===== config.mk =====
export PLATFORM = sky130hd
export DESIGN_NAME = irq_vector_agg
export DESIGN_NICKNAME = d
export VERILOG_FILES = /design/src/rtl/irqv_pkg.sv /design/src/rtl/irqv_edge.sv /design/src/rtl/irqv_group.sv /design/src/rtl/irqv_regport.sv /design/src/rtl/irq_vector_agg.sv
export SDC_FILE = /design/constraint.sdc
export NUM_CORES = 1
export LEC_CHECK = 0
export BUFFER_PORTS_ARGS = -buffer_cell sky130_fd_sc_hd__buf_2
export CELL_PAD_IN_SITES_DETAIL_PLACEMENT = 1
export CELL_PAD_IN_SITES_GLOBAL_PLACEMENT = 1
export CORE_ASPECT_RATIO = 0.5
export CORE_MARGIN = 1
export CORE_UTILIZATION = 35
export CTS_BUF_LIST = sky130_fd_sc_hd__clkbuf_16
export DETAILED_ROUTE_END_ITERATION = 12
export HOLD_SLACK_MARGIN = 0.02
export PLACE_DENSITY_LB_ADDON = 0.1
export SETUP_SLACK_MARGIN = 0.3
export SYNTH_ARGS = -nofsm -noshare
export SYNTH_HDL_FRONTEND = slang
export SYNTH_SLANG_ARGS = --single-unit

===== constraint.sdc =====
create_clock -name clk -period 4.5 [get_ports clk]
set_input_delay 0.225 -clock clk [delete_from_list [all_inputs] [get_ports clk]]
set_output_delay 0.225 -clock clk [all_outputs]
set_load 0.02 [all_outputs]

===== src/rtl/irqv_pkg.sv =====
package irqv_pkg;
  // Vectors carried by one group word
  localparam int LANE = 32;
  // Upper bound on groups; addresses stop at 0x40
  localparam int MAX_GROUPS = 8;
  // Byte address where the enable bank starts
  localparam int EN_BANK_BASE = 32'h20;

  typedef enum logic [1:0] {
    BANK_PEND = 2'd0,
    BANK_EN   = 2'd1,
    BANK_NONE = 2'd2
  } bank_e;

  typedef struct packed {
    bank_e      bank;
    logic [2:0] grp;
  } reg_sel_t;
endpackage


===== src/rtl/irqv_edge.sv =====
module irqv_edge #(
  parameter int W = 32
) (
  input  logic         clk,
  input  logic         rst_n,
  input  logic [W-1:0] src,
  output logic [W-1:0] rise
);
  logic [W-1:0] prev_q;

  // Reset to all ones: a level already high at reset release is not an edge
  always_ff @(posedge clk) begin
    if (!rst_n) prev_q <= '1;
    else        prev_q <= src;
  end

  assign rise = src & ~prev_q;
endmodule


===== src/rtl/irqv_group.sv =====
module irqv_group #(
  parameter int LANE = irqv_pkg::LANE
) (
  input  logic            clk,
  input  logic            rst_n,
  input  logic [LANE-1:0] rise,
  input  logic [LANE-1:0] clr,
  input  logic            en_we,
  input  logic [LANE-1:0] en_wdata,
  output logic [LANE-1:0] pend,
  output logic [LANE-1:0] en,
  output logic            irq
);
  logic [LANE-1:0] pend_q, en_q, pend_d;

  // Edge wins over a clearing write that lands on the same bit
  assign pend_d = (pend_q & ~clr) | rise;

  always_ff @(posedge clk) begin
    if (!rst_n) begin
      pend_q <= '0;
      en_q   <= '0;
    end else begin
      pend_q <= pend_d;
      if (en_we) en_q <= en_wdata;
    end
  end

  assign pend = pend_q;
  assign en   = en_q;
  assign irq  = |(pend_q & en_q);


  pend_hold_chk: assert property (@(posedge clk) disable iff (!rst_n)
    1'b1 |=> ((($past(pend) & ~$past(clr)) & ~pend) == '0));


  edge_wins_chk: assert property (@(posedge clk) disable iff (!rst_n)
    1'b1 |=> (($past(rise) & ~pend) == '0));


  no_spurious_set_chk: assert property (@(posedge clk) disable iff (!rst_n)
    1'b1 |=> ((pend & ~$past(pend) & ~$past(rise)) == '0));


  en_stable_chk: assert property (@(posedge clk) disable iff (!rst_n)
    !en_we |=> $stable(en));
endmodule


===== src/rtl/irqv_regport.sv =====
module irqv_regport
  import irqv_pkg::*;
#(
  parameter int NUM_GROUPS = 4,
  parameter int ADDR_W     = 8
) (
  input  logic                             clk,
  input  logic                             rst_n,
  input  logic                             wr_en,
  input  logic                             rd_en,
  input  logic [ADDR_W-1:0]                addr,
  input  logic [LANE-1:0]                  wdata,
  input  logic [NUM_GROUPS-1:0][LANE-1:0]  pend,
  input  logic [NUM_GROUPS-1:0][LANE-1:0]  en,
  output logic [NUM_GROUPS-1:0][LANE-1:0]  clr,
  output logic [NUM_GROUPS-1:0]            en_we,
  output logic [LANE-1:0]                  rdata,
  output logic                             rvalid
);
  reg_sel_t        sel;
  logic [LANE-1:0] rd_word;
  logic [LANE-1:0] rdata_q;
  logic            rvalid_q;
  logic            aligned, in_window, grp_ok;

  always_comb begin
    aligned   = (addr[1:0] == 2'b00);
    in_window = (addr[ADDR_W-1:6] == '0);
    grp_ok    = (int'(addr[4:2]) < NUM_GROUPS);
    sel.grp   = addr[4:2];
    if (aligned && in_window && grp_ok)
      sel.bank = addr[5] ? BANK_EN : BANK_PEND;
    else
      sel.bank = BANK_NONE;
  end

  for (genvar g = 0; g < NUM_GROUPS; g++) begin : g_strobe
    logic hit;
    assign hit      = (sel.grp == 3'(g));
    assign clr[g]   = (wr_en && hit && sel.bank == BANK_PEND) ? wdata : '0;
    assign en_we[g] = wr_en && hit && (sel.bank == BANK_EN);
  end

  always_comb begin
    rd_word = '0;
    for (int g = 0; g < NUM_GROUPS; g++) begin
      if (sel.grp == 3'(g)) begin
        if (sel.bank == BANK_PEND)    rd_word = pend[g];
        else if (sel.bank == BANK_EN) rd_word = en[g];
      end
    end
  end

  always_ff @(posedge clk) begin
    if (!rst_n) begin
      rdata_q  <= '0;
      rvalid_q <= 1'b0;
    end else begin
      rvalid_q <= rd_en;
      if (rd_en) rdata_q <= rd_word;
    end
  end

  assign rdata  = rdata_q;
  assign rvalid = rvalid_q;


  unmapped_rd_zero_chk: assert property (@(posedge clk) disable iff (!rst_n)
    (rd_en && sel.bank == BANK_NONE) |=> (rdata == '0));


  rvalid_follows_chk: assert property (@(posedge clk) disable iff (!rst_n)
    rd_en |=> rvalid);


  rvalid_idle_chk: assert property (@(posedge clk) disable iff (!rst_n)
    !rd_en |=> !rvalid);
endmodule


===== src/rtl/irq_vector_agg.sv =====
module irq_vector_agg
  import irqv_pkg::*;
#(
  parameter int NUM_GROUPS = 4,
  parameter int ADDR_W     = 8
) (
  input  logic                       clk,
  input  logic                       rst_n,
  input  logic [NUM_GROUPS*32-1:0]   src_in,
  input  logic                       reg_wr_en,
  input  logic                       reg_rd_en,
  input  logic [ADDR_W-1:0]          reg_addr,
  input  logic [31:0]                reg_wdata,
  output logic [31:0]                reg_rdata,
  output logic                       reg_rvalid,
  output logic [NUM_GROUPS-1:0]      irq_out
);
  localparam int NVEC = NUM_GROUPS * LANE;

  logic [NVEC-1:0]                 rise;
  logic [NUM_GROUPS-1:0][LANE-1:0] pend, en, clr;
  logic [NUM_GROUPS-1:0]           en_we;

  irqv_edge #(.W(NVEC)) u_edge (
    .clk  (clk),
    .rst_n(rst_n),
    .src  (src_in),
    .rise (rise)
  );

  for (genvar g = 0; g < NUM_GROUPS; g++) begin : g_grp
    irqv_group #(.LANE(LANE)) u_grp (
      .clk     (clk),
      .rst_n   (rst_n),
      .rise    (rise[g*LANE +: LANE]),
      .clr     (clr[g]),
      .en_we   (en_we[g]),
      .en_wdata(reg_wdata),
      .pend    (pend[g]),
      .en      (en[g]),
      .irq     (irq_out[g])
    );
  end

  irqv_regport #(.NUM_GROUPS(NUM_GROUPS), .ADDR_W(ADDR_W)) u_regs (
    .clk   (clk),
    .rst_n (rst_n),
    .wr_en (reg_wr_en),
    .rd_en (reg_rd_en),
    .addr  (reg_addr),
    .wdata (reg_wdata),
    .pend  (pend),
    .en    (en),
    .clr   (clr),
    .en_we (en_we),
    .rdata (reg_rdata),
    .rvalid(reg_rvalid)
  );
endmodule


==> metrics.cfg, run 1 <==
[place]
io_buffer_count=208
place_congestion=0.887
placedCellCount=2567
dp_hpwl_um=46800

[yosys]
synth_cell_type_count=37
synth_top_family_by_area=compound AO/OA/AOI/OAI gates
synth_ff_type=dfxtp_1
synth-xor-area-share_pct=0
syn_inst=1814
synth_fa_ha_area_share_pct=0
ys_seq_elements=417
syn_nets=1986
yosysSeqAreaShare_pct=47.8
synthesis.area_um2=17500
async_reset_ff_share_pct=0
synth_edf_count=0
synth_compound_area_share_pct=21.1
yosys_warnings=0
synthSimpleGateAreaFrac_pct=17.9
syn_area_per_cell_um2=9.63
synth_mux_area_share_pct=10.2

[detailed_routing]
wl_um=66000
dr.pass1.iters=5
drc_errors=0
wire_per_inst_um=23.8
ant_nets=0
viasPerCell=5.24
first_iter_violations=1090
num_vias=14500

[clocking]
cts_root_buf=clkbuf_16
postCtsSetupBuffers=0
cts_tree=done
cts_resized=0
clockBufferDepth=3
cts_hold_buf=129
clock_sinks=417
clk_latency_ns=0.55
numCtsBuffers=40
clk_pin_slew_ns=0.07
h-tree-depth=2

[finish]
drive_gt1_share_pct=14.6
fillers=5556
layout.cells.non_filler=2769
syn2layout_area_growth_pct=23.2
final_cell_mix=dfxtp_1 (417), buf_2 (206), nor2b_1 (195), a21boi_0 (195), nand2_1 (167)
final_common_cell=dfxtp_1
layout.nets=2261
multiInputGateArea_um2=8620
register_area_um2=8350

[die]
die-area_um2=50900
die_w_um=318
row_count=57
core_um2=48900
die_h_um=160
io_pins=209
initial_core_util_pct=35.7

[grt]
gr-total-overflow=0
track_usage_pct=25.7
grt_pass1_vias=14300
antenna_found_initial=2
grt_pass1_wl_um=96900
grt_max_degree=185

[worst_hold_path]
min_delay_path_depth=3
hold_path_class=in2reg

[setup_path]
critPathCaptureType=output port
worstPathCellList=a22oi_1, nand4_1, or4_1, buf_2
cp.arrival_ns=2.37
crit_fanout=3
cp_slowest_cell=or4_1
crit_path_max_incr_delay_ns=0.57
crit_path_start_kind=flip-flop
crit_type=reg2out
ff2ff_path_depth=5
cp.required_ns=4.28

[timing]
fin_setup_tns_ns=0
drv_slew=0
fin_crit_ns=2.59
grt_setup_unrepaired=no
fin_skew_ns=0.0145
period_share_pct=57.7
worstMarginPinSlew_ns=1.06
setup_viol=0
max_clock_freq_mhz=385
relSlewSlack_pct=29.1
hold_violations=0

[job]
drv_cap=0

[power_and_ir_drop]
max-vdd-ir-drop_uv=225
power_density_nw_per_um2=372
leakage_nw=8.37

[status]
status=finished clean

## worst paths after layout
kind | start | end | slack, ns
max | g_grp[2].u_grp.en[5] | irq_out[2] | 1.91
min | reg_wdata[6] | g_grp[1].u_grp.en[6] | 0.03
max reg2reg | g_grp[2].u_grp.pend[3] | u_regs.rdata[3] | 3.12
min reg2reg | u_regs.rdata[0] | u_regs.rdata[0] | 0.47
## critical path: cells and delay by family (launching register included)
family	cells	cell delay, ns
buf+inv	1	0.18
simple gates	2	0.82
flops	1	0.38
compound gates	1	0.45
## flip-flops by register name (all words and copies together) (netlist names)
signal	cells
g_grp.u_grp.en	128
g_grp.u_grp.pend	128
u_edge.prev_q	128
u_regs.rdata	32
u_regs.rvalid	1
## where the power goes
group / total [mW] / switching (mW) / internal (mW)
Combinational: 0.670 / 0.342 / 0.327
Clock: 3.40 / 1.52 / 1.88
Sequential: 3.93 / 0.114 / 3.82
## through the flow
stage	power (mW)	setup WS [ns]	hold WS [ns]	area [µm²]	util (%)
after floorplan	4.28	2.69	0.326	17500	-
after global placement	4.59	1.79	0.417	19000	38.8
after detailed placement	4.59	1.74	0.421	19000	38.8
after CTS	8.07	1.85	0.0210	21500	44.0
after global routing	8.28	1.79	0.0478	21500	44.0
final	8.00	1.91	0.0341	21500	44.0
## cell usage after synthesis (all sizes together) (36+ instances only)
cell | n | share of area [%]
o21ai | 48 | 1.4
nor2b | 196 | 7.0
dfxtp | 417 | 48
o21a | 128 | 5.5
nand2 | 167 | 3.6
clkbuf | 84 | 1.8
nand2b | 137 | 4.9
nor2 | 41 | 0.90
mux2i | 148 | 8.5
a21boi | 195 | 8.4
a22oi | 66 | 2.8
o22ai | 36 | 1.3
a21oi | 42 | 1.2
## layer usage
metal	GRT usage [%]	part of all wire (%)	vias to the layer above
met5	0	0.020	-
met4	4.94	1.7	2
met3	4.44	5.6	69
met2	38.5	42	355
met1	38.6	51	7228
li1	-	-	6842
## cells by family after synthesis
group | count (synthesis)
multiplexers | 169
AO/OA/AOI/OAI | 526
flip-flops | 417
AND/OR/NAND/NOR | 579
buffers and inverters | 123
## cell type report
cell class / count / share of cell area [%]
multi-input cells: 1274 / 40.0
clock inverters: 30 / 1.08
diodes: 2 / 0.0233
flip-flops and latches: 417 / 38.8
inverters: 5 / 0.0872
well taps: 649 / 3.77
repair buffers: 351 / 11.4
clock buffers: 41 / 4.77
Note: power is estimated with default switching activity, not from simulation.
==> inputs of run 2 (changes only) <==
--- a/config.mk
+++ b/config.mk
@@ -5,6 +5,7 @@
 export SDC_FILE = /design/constraint.sdc
 export NUM_CORES = 1
 export LEC_CHECK = 0
+export ABC_AREA = 1
 export BUFFER_PORTS_ARGS = -buffer_cell sky130_fd_sc_hd__buf_2
 export CELL_PAD_IN_SITES_DETAIL_PLACEMENT = 1
 export CELL_PAD_IN_SITES_GLOBAL_PLACEMENT = 1
==> constraint.sdc (replaced) <==
create_clock -name clk -period 2.08 [get_ports clk]
set_input_delay 0.104 -clock clk [delete_from_list [all_inputs] [get_ports clk]]
set_output_delay 0.104 -clock clk [all_outputs]
set_load 0.02 [all_outputs]
==> run 2 against run 1 <==
The run now ends with DRC left. Power up 120%. Clock-buffer cell count stayed put. Die area decreased by 1.8%. Flip-flop and latch count is the same. Critical path type unchanged. Largest cell class is now sequential cells.
==> metrics.cfg, run 2 <==
[yosys]
synth_top_cell_area_share_pct=48.7  ; +0.90 points
syn_inst=2360  ; +30%
async_reset_ff_share_pct=0  ; unchanged
synth.most_common_cell=nand2_1
syn_area_per_cell_um2=7.26  ; -25%
synth_largest_area_cell=dfxtp_1
synthesis.area_um2=17100  ; -1.8%
syn_nets=2532  ; +27%
yosys_warnings=0  ; unchanged
synth_area_leaders=dfxtp_1 (49%), nand2_1 (14%), a21oi_1 (9.0%)
synth_ff_type=dfxtp_1
yosysSeqAreaShare_pct=48.7  ; +0.90 points
synth_edf_count=0  ; unchanged
ys_top_cells_by_count=nand2_1 (638), dfxtp_1 (417), a21oi_1 (309)
ys_seq_elements=417  ; unchanged
synth_cell_type_count=30  ; -19%

[setup_path]
crit_type=reg2out
r2r_start=g_grp[2].u_grp.pend[19]
cp.required_ns=1.98  ; -2.30 ns
cp.arrival_ns=1.89  ; -0.48 ns
critPathCaptureType=output port
crit_path_start_kind=flip-flop
cp_slowest_cell=dfxtp_2
worstPathCellList=a22o_1, a21oi_2, nand4_1, nor2_1, nand2_1, buf_6
crit_path_max_incr_delay_ns=0.32  ; -0.25 ns
crit_fanout=2  ; -1
crit_start=g_grp[2].u_grp.pend[31]

[detailed_routing]
first_iter_violations=1013  ; -7.1%
ant_nets=0  ; unchanged
num_vias=16800  ; +16%
dr.pass1.iters=9  ; +4
viasPerCell=5.00  ; -4.5%
wire_per_inst_um=19.1  ; -20%
drc_errors=10  ; +10
wl_um=64300  ; -2.5%

[finish]
final_cell_mix=nand2_1 (621), dfxtp_1 (394), a21oi_1 (308)
syn2layout_area_growth_pct=28.8
fillers=5889  ; +6.0%
drive_gt1_share_pct=18.8  ; +4.2 points
final_common_cell=nand2_1
layout.nets=2864  ; +27%

[clocking]
cts_tree=done
h-tree-depth=2  ; unchanged
numCtsBuffers=40  ; unchanged
clockBufferDepth=3  ; unchanged
clock_sinks=417  ; unchanged
cts_root_buf=clkbuf_16
clk_latency_ns=0.56  ; about the same
clk_pin_slew_ns=0.07  ; about the same

[place]
place_congestion=0.859  ; -3.1%
io_buffer_count=208  ; unchanged
dp_hpwl_um=44000  ; -5.8%

[timing]
relSlewSlack_pct=56.4  ; +27 points
max_clock_freq_mhz=501
setup_viol=0  ; unchanged
fin_crit_ns=2.00
drv_slew=0  ; unchanged
fin_setup_tns_ns=0  ; unchanged
grt_setup_unrepaired=yes
period_share_pct=96.1
worstMarginPinSlew_ns=0.651  ; -0.413 ns
hold_violations=0  ; unchanged
fin_skew_ns=0.0151  ; +0.000614 ns

[die]
die_w_um=315  ; -0.92%
core_um2=47600  ; -2.8%
initial_core_util_pct=36.0  ; +0.33 points
row_count=56  ; -1.8%
die_h_um=159  ; -0.92%
die-area_um2=49900  ; -1.8%
io_pins=209  ; unchanged

[status]
status=complete, but fails checks
violations=DRC

[power_and_ir_drop]
max-vdd-ir-drop_uv=508  ; +130%
power_density_nw_per_um2=780  ; +110%
leakage_nw=10.0  ; +19%
total_power_mw=17.2  ; +120%

[worst_hold_path]
hold_path_class=in2reg
min_from=reg_wdata[11]

[grt]
grt_pass1_vias=16500  ; +15%
track_usage_pct=25.5  ; -0.22 points
gr-total-overflow=0  ; unchanged
grt_max_degree=72  ; -61%
antenna_found_initial=1  ; -1
grt_pass1_wl_um=96600  ; -0.30%

[job]
drv_cap=0  ; unchanged

run 2: cell count changes after synthesis, sizes merged, moves of 125 or more:
cell    change
a21boi    -195
a21oi     +267
inv       +219
mux2i     -148
nand2     +474
nand2b    -137
nor2b     -196
o21a      -128
o21ai     +253
or2       +125
run 2: cell type report:
cell class | instances | area [µm²] | share of cell area (%)
antenna | 1 | 2.50 | 0.0113
clock buffer | 41 | 1030 | 4.64
clock inverter | 31 | 228 | 1.03
inverter | 229 | 865 | 3.91
multi-input combinational | 1575 | 7450 | 33.7
sequential | 417 | 8380 | 37.9
tap | 638 | 798 | 3.61
timing repair buffer | 429 | 3340 | 15.1
run 2: final timing paths:
kind,end,depth (start not counted),slack (ns)
setup reg to reg,u_regs.rdata[19],7,0.77
hold / removal,g_grp[3].u_grp.en[11],3,0.05
setup / recovery,irq_out[2],6,0.08
hold reg to reg,u_regs.rdata[14],2,0.47
run 2: logic make-up after synthesis:
| kind of cell | share of synthesized area [%] |
|---|---|
| buffers and inverters | 8.68 |
| AND/OR/NAND/NOR | 23.8 |
| AO/OA/AOI/OAI | 18.8 |
| flip-flops | 48.7 |
run 2: timing repair:
action / in CTS / in global routing
hold buffers: 165 / 0
pin swaps: 18 / 12
endpoints found under the hold margin: 352 / 0
resized for setup: 40 / 22
setup buffers: 6 / 0
setup endpoints to repair: 4 / 4
run 2: power breakdown:
part           internal (mW)  switching, mW
combinational          0.656          0.851
clock                   3.96           3.32
sequential              8.27          0.168
total                   12.9           4.33
run 2: metrics by stage:
step,setup WS [ns],area (µm²),util [%],std cells,hold slack [ns]
5_1_grt,0.0321,22100,46.4,3360,0.0465
3_5_place_dp,0.237,19000,39.8,3117,0.288
6_report,0.0820,22100,46.4,3361,0.0471
4_1_cts,0.0973,22000,46.3,3360,0.0230
3_3_place_gp,0.231,19000,39.8,3117,0.284
2_1_floorplan,0.827,17100,-,2360,0.196
run 2: routing by layer:
layer	global-route usage, %	share of wire [%]	up-vias
li1	-	-	8264
met1	34.8	47	8117
met2	42.2	45	335
met3	4.69	5.8	81
met4	4.95	1.6	2
met5	0	0.020	-
run 2: critical path: cells and delay by family (launching register included):
family | cells | cell delay (ns)
and+or+nand+nor | 3 | 0.54
AOI/OAI and AO/OA | 2 | 0.33
DFF | 1 | 0.32
buffers and inverters | 1 | 0.16
==> inputs of run 3 (changes only) <==
--- a/config.mk
+++ b/config.mk
@@ -6,7 +6,7 @@
 export NUM_CORES = 1
 export LEC_CHECK = 0
 export ABC_AREA = 1
-export BUFFER_PORTS_ARGS = -buffer_cell sky130_fd_sc_hd__buf_2
+export BUFFER_PORTS_ARGS = -buffer_cell sky130_fd_sc_hd__buf_4
 export CELL_PAD_IN_SITES_DETAIL_PLACEMENT = 1
 export CELL_PAD_IN_SITES_GLOBAL_PLACEMENT = 1
 export CORE_ASPECT_RATIO = 0.5
@@ -16,7 +16,6 @@
 export DETAILED_ROUTE_END_ITERATION = 12
 export HOLD_SLACK_MARGIN = 0.02
 export PLACE_DENSITY_LB_ADDON = 0.1
-export SETUP_SLACK_MARGIN = 0.3
 export SYNTH_ARGS = -nofsm -noshare
 export SYNTH_HDL_FRONTEND = slang
 export SYNTH_SLANG_ARGS = --single-unit
==> run 3 against run 2 <==
The flow still finishes with violations (DRC). Die area unchanged. Maximum frequency decreased by 2.8%. Clock-buffer cell count unchanged. Global-route usage about the same. Flip-flop and latch count unchanged. Largest cell class unchanged.
==> metrics.cfg, run 3 (synthesis gave the netlist of run 2 again) <==
[timing]
fin_setup_tns_ns=0  ; unchanged
relSlewSlack_pct=54.1  ; -2.4 points
period_share_pct=98.8  ; +2.7 points
hold_violations=0  ; unchanged
fin_skew_ns=0.0115  ; -0.00361 ns
fin_crit_ns=2.06  ; +0.0572 ns
worstMarginPinSlew_ns=0.689  ; +0.0378 ns
max_clock_freq_mhz=487  ; -2.8%
drv_slew=0  ; unchanged
grt_setup_unrepaired=yes
setup_viol=0  ; unchanged

[grt]
grt_pass1_vias=16400  ; -0.85%
grt_pass1_wl_um=96800  ; +0.15%
track_usage_pct=25.5  ; about the same
grt_max_degree=118  ; +64%
antenna_found_initial=2  ; +1
gr-total-overflow=0  ; unchanged

[setup_path]
crit_buf_inv=1  ; unchanged
cp_slowest_cell=dfxtp_1
crit_path_max_incr_delay_ns=0.33  ; about the same
r2r_slack_ns=0.89  ; +0.12 ns
crit_type=reg2out
cp.arrival_ns=1.95  ; +0.06 ns
crit_fanout=3  ; +1
crit_start=g_grp[1].u_grp.pend[6]
critPathCapture=irq_out[1]
ff2ff_path_depth=7  ; unchanged
r2r_start=g_grp[0].u_grp.pend[19]
crit_family=simple AND/OR/NAND/NOR gates
critPathCaptureType=output port
r2r-end=u_regs.rdata[19]
crit_path_start_kind=flip-flop
cp.required_ns=1.98  ; about the same
worstPathCellList=nand2_1, nand4_1, nor2_1, nand3_1, nand3b_1, buf_6
crit_cells=6  ; unchanged

[die]
die-area_um2=49900  ; unchanged
initial_core_util_pct=36.0  ; unchanged
die_h_um=159  ; unchanged
core_um2=47600  ; unchanged
die_w_um=315  ; unchanged
row_count=56  ; unchanged
io_pins=209  ; unchanged

[worst_hold_path]
hold_path_class=in2reg

[job]
drv_cap=0  ; unchanged

[power_and_ir_drop]
power_density_nw_per_um2=766  ; -1.8%
total_power_mw=17.1  ; -0.98%
leakage_nw=9.98  ; -0.21%
max-vdd-ir-drop_uv=444  ; -13%

[clocking]
clock_sinks=417  ; unchanged
clk_latency_ns=0.55  ; about the same
clockBufferDepth=3  ; unchanged
numCtsBuffers=40  ; unchanged
cts_tree=done
cts_root_buf=clkbuf_16
h-tree-depth=2  ; unchanged
clk_pin_slew_ns=0.07  ; about the same

[status]
status=complete, but fails checks
violations=DRC

[detailed_routing]
drc_errors=5  ; -5
wire_per_inst_um=19.2  ; +0.39%
ant_nets=0  ; unchanged
first_iter_violations=1023  ; +0.99%
viasPerCell=5.05  ; +1.0%
dr.pass1.iters=12  ; +3
num_vias=16800  ; +0.30%
wl_um=64100  ; -0.33%

[finish]
layout.nets=2848  ; -0.56%
diodes=0  ; -1
final_cell_mix=nand2_1 (634), dfxtp_1 (413), a21oi_1 (308)
drive_gt1_share_pct=17.0  ; -1.8 points
fillers=5800  ; -1.5%
syn2layout_area_growth_pct=29.9
final_common_cell=nand2_1

[place]
place_congestion=0.858  ; -0.10%
io_buffer_count=208  ; unchanged
dp_hpwl_um=44300  ; +0.59%

-- run 3: cell types whose count changed in the layout (fill, tap and decap cells not counted), sizes merged, moves of 2 or more --
cell and change:
buf -11, clkinvlp -3, clkinv +2, dlygate4sd3 -5
inv -5
-- run 3: timing repair --
action,CTS,global route
endpoints found under the setup margin,3,2
endpoints found under the hold margin,356,0
hold buffers,160,0
resized for setup,7,11
pin swaps,2,4
buffers inserted,0,0
-- run 3: layout make-up --
cell class | count | area [µm²] | share of cell area, %
flip-flops and latches | 417 | 8360 | 37.5
well taps | 638 | 798 | 3.58
clock buffers | 41 | 1030 | 4.61
inverters | 229 | 865 | 3.88
clock inverters | 24 | 156 | 0.702
repair buffers | 413 | 3700 | 16.6
multi-input cells | 1575 | 7380 | 33.1
-- run 3: layer usage --
layer	vias to the layer above	share of wire [%]	track usage [%]
met5	-	0	0
met4	0	1.9	5.71
met3	83	5.4	3.70
met2	382	45	41.1
met1	8156	48	36.1
li1	8228	-	-
-- run 3: worst register-to-register path, stage by stage, from the launching register on --
cell	delay, ns
dfxtp_1	0.50
buf_4	0.23
nand3_1	0.08
nand2_1	0.10
nand2_1	0.05
nand3_1	0.06
nor2_1	0.04
nor2_1	0.07
-- run 3: how the worst min path moves through the flow --
stage / startpoint / to / slack (ns) / cells after the start
floorplan: src_in[100] / u_edge.prev_q[100] / 0.20 / 2
global placement: src_in[99] / u_edge.prev_q[99] / 0.29 / 3
detailed placement: src_in[100] / u_edge.prev_q[100] / 0.29 / 3
CTS: reg_wdata[25] / g_grp[0].u_grp.en[25] / 0.02 / 3
global route: reg_wdata[21] / g_grp[1].u_grp.en[21] / 0.04 / 3
finish: reg_wdata[25] / g_grp[0].u_grp.en[25] / 0.02 / 3
-- run 3: per-stage QoR --
stage | cell area (µm²) | util, % | setup slack [ns] | cells | hold WS (ns)
after floorplan | 17100 | - | 0.827 | 2360 | 0.196
after global placement | 19400 | 40.8 | 0.266 | 3112 | 0.285
after detailed placement | 19400 | 40.8 | 0.145 | 3112 | 0.289
after CTS | 22200 | 46.7 | 0.0105 | 3337 | 0.0228
after global routing | 22300 | 46.8 | 0.000393 | 3337 | 0.0408
final | 22300 | 46.8 | 0.0249 | 3337 | 0.0234
-- run 3: where the power goes --
| group | switching [mW] | total [mW] | leakage, nW | internal (mW) |
|---|---|---|---|---|
| Clock | 3.24 | 7.03 | 0.609 | 3.80 |
| Sequential | 0.175 | 8.44 | 3.42 | 8.27 |
| Combinational | 0.848 | 1.58 | 5.95 | 0.731 |
| Total | 4.26 | 17.1 | 9.98 | 12.8 |
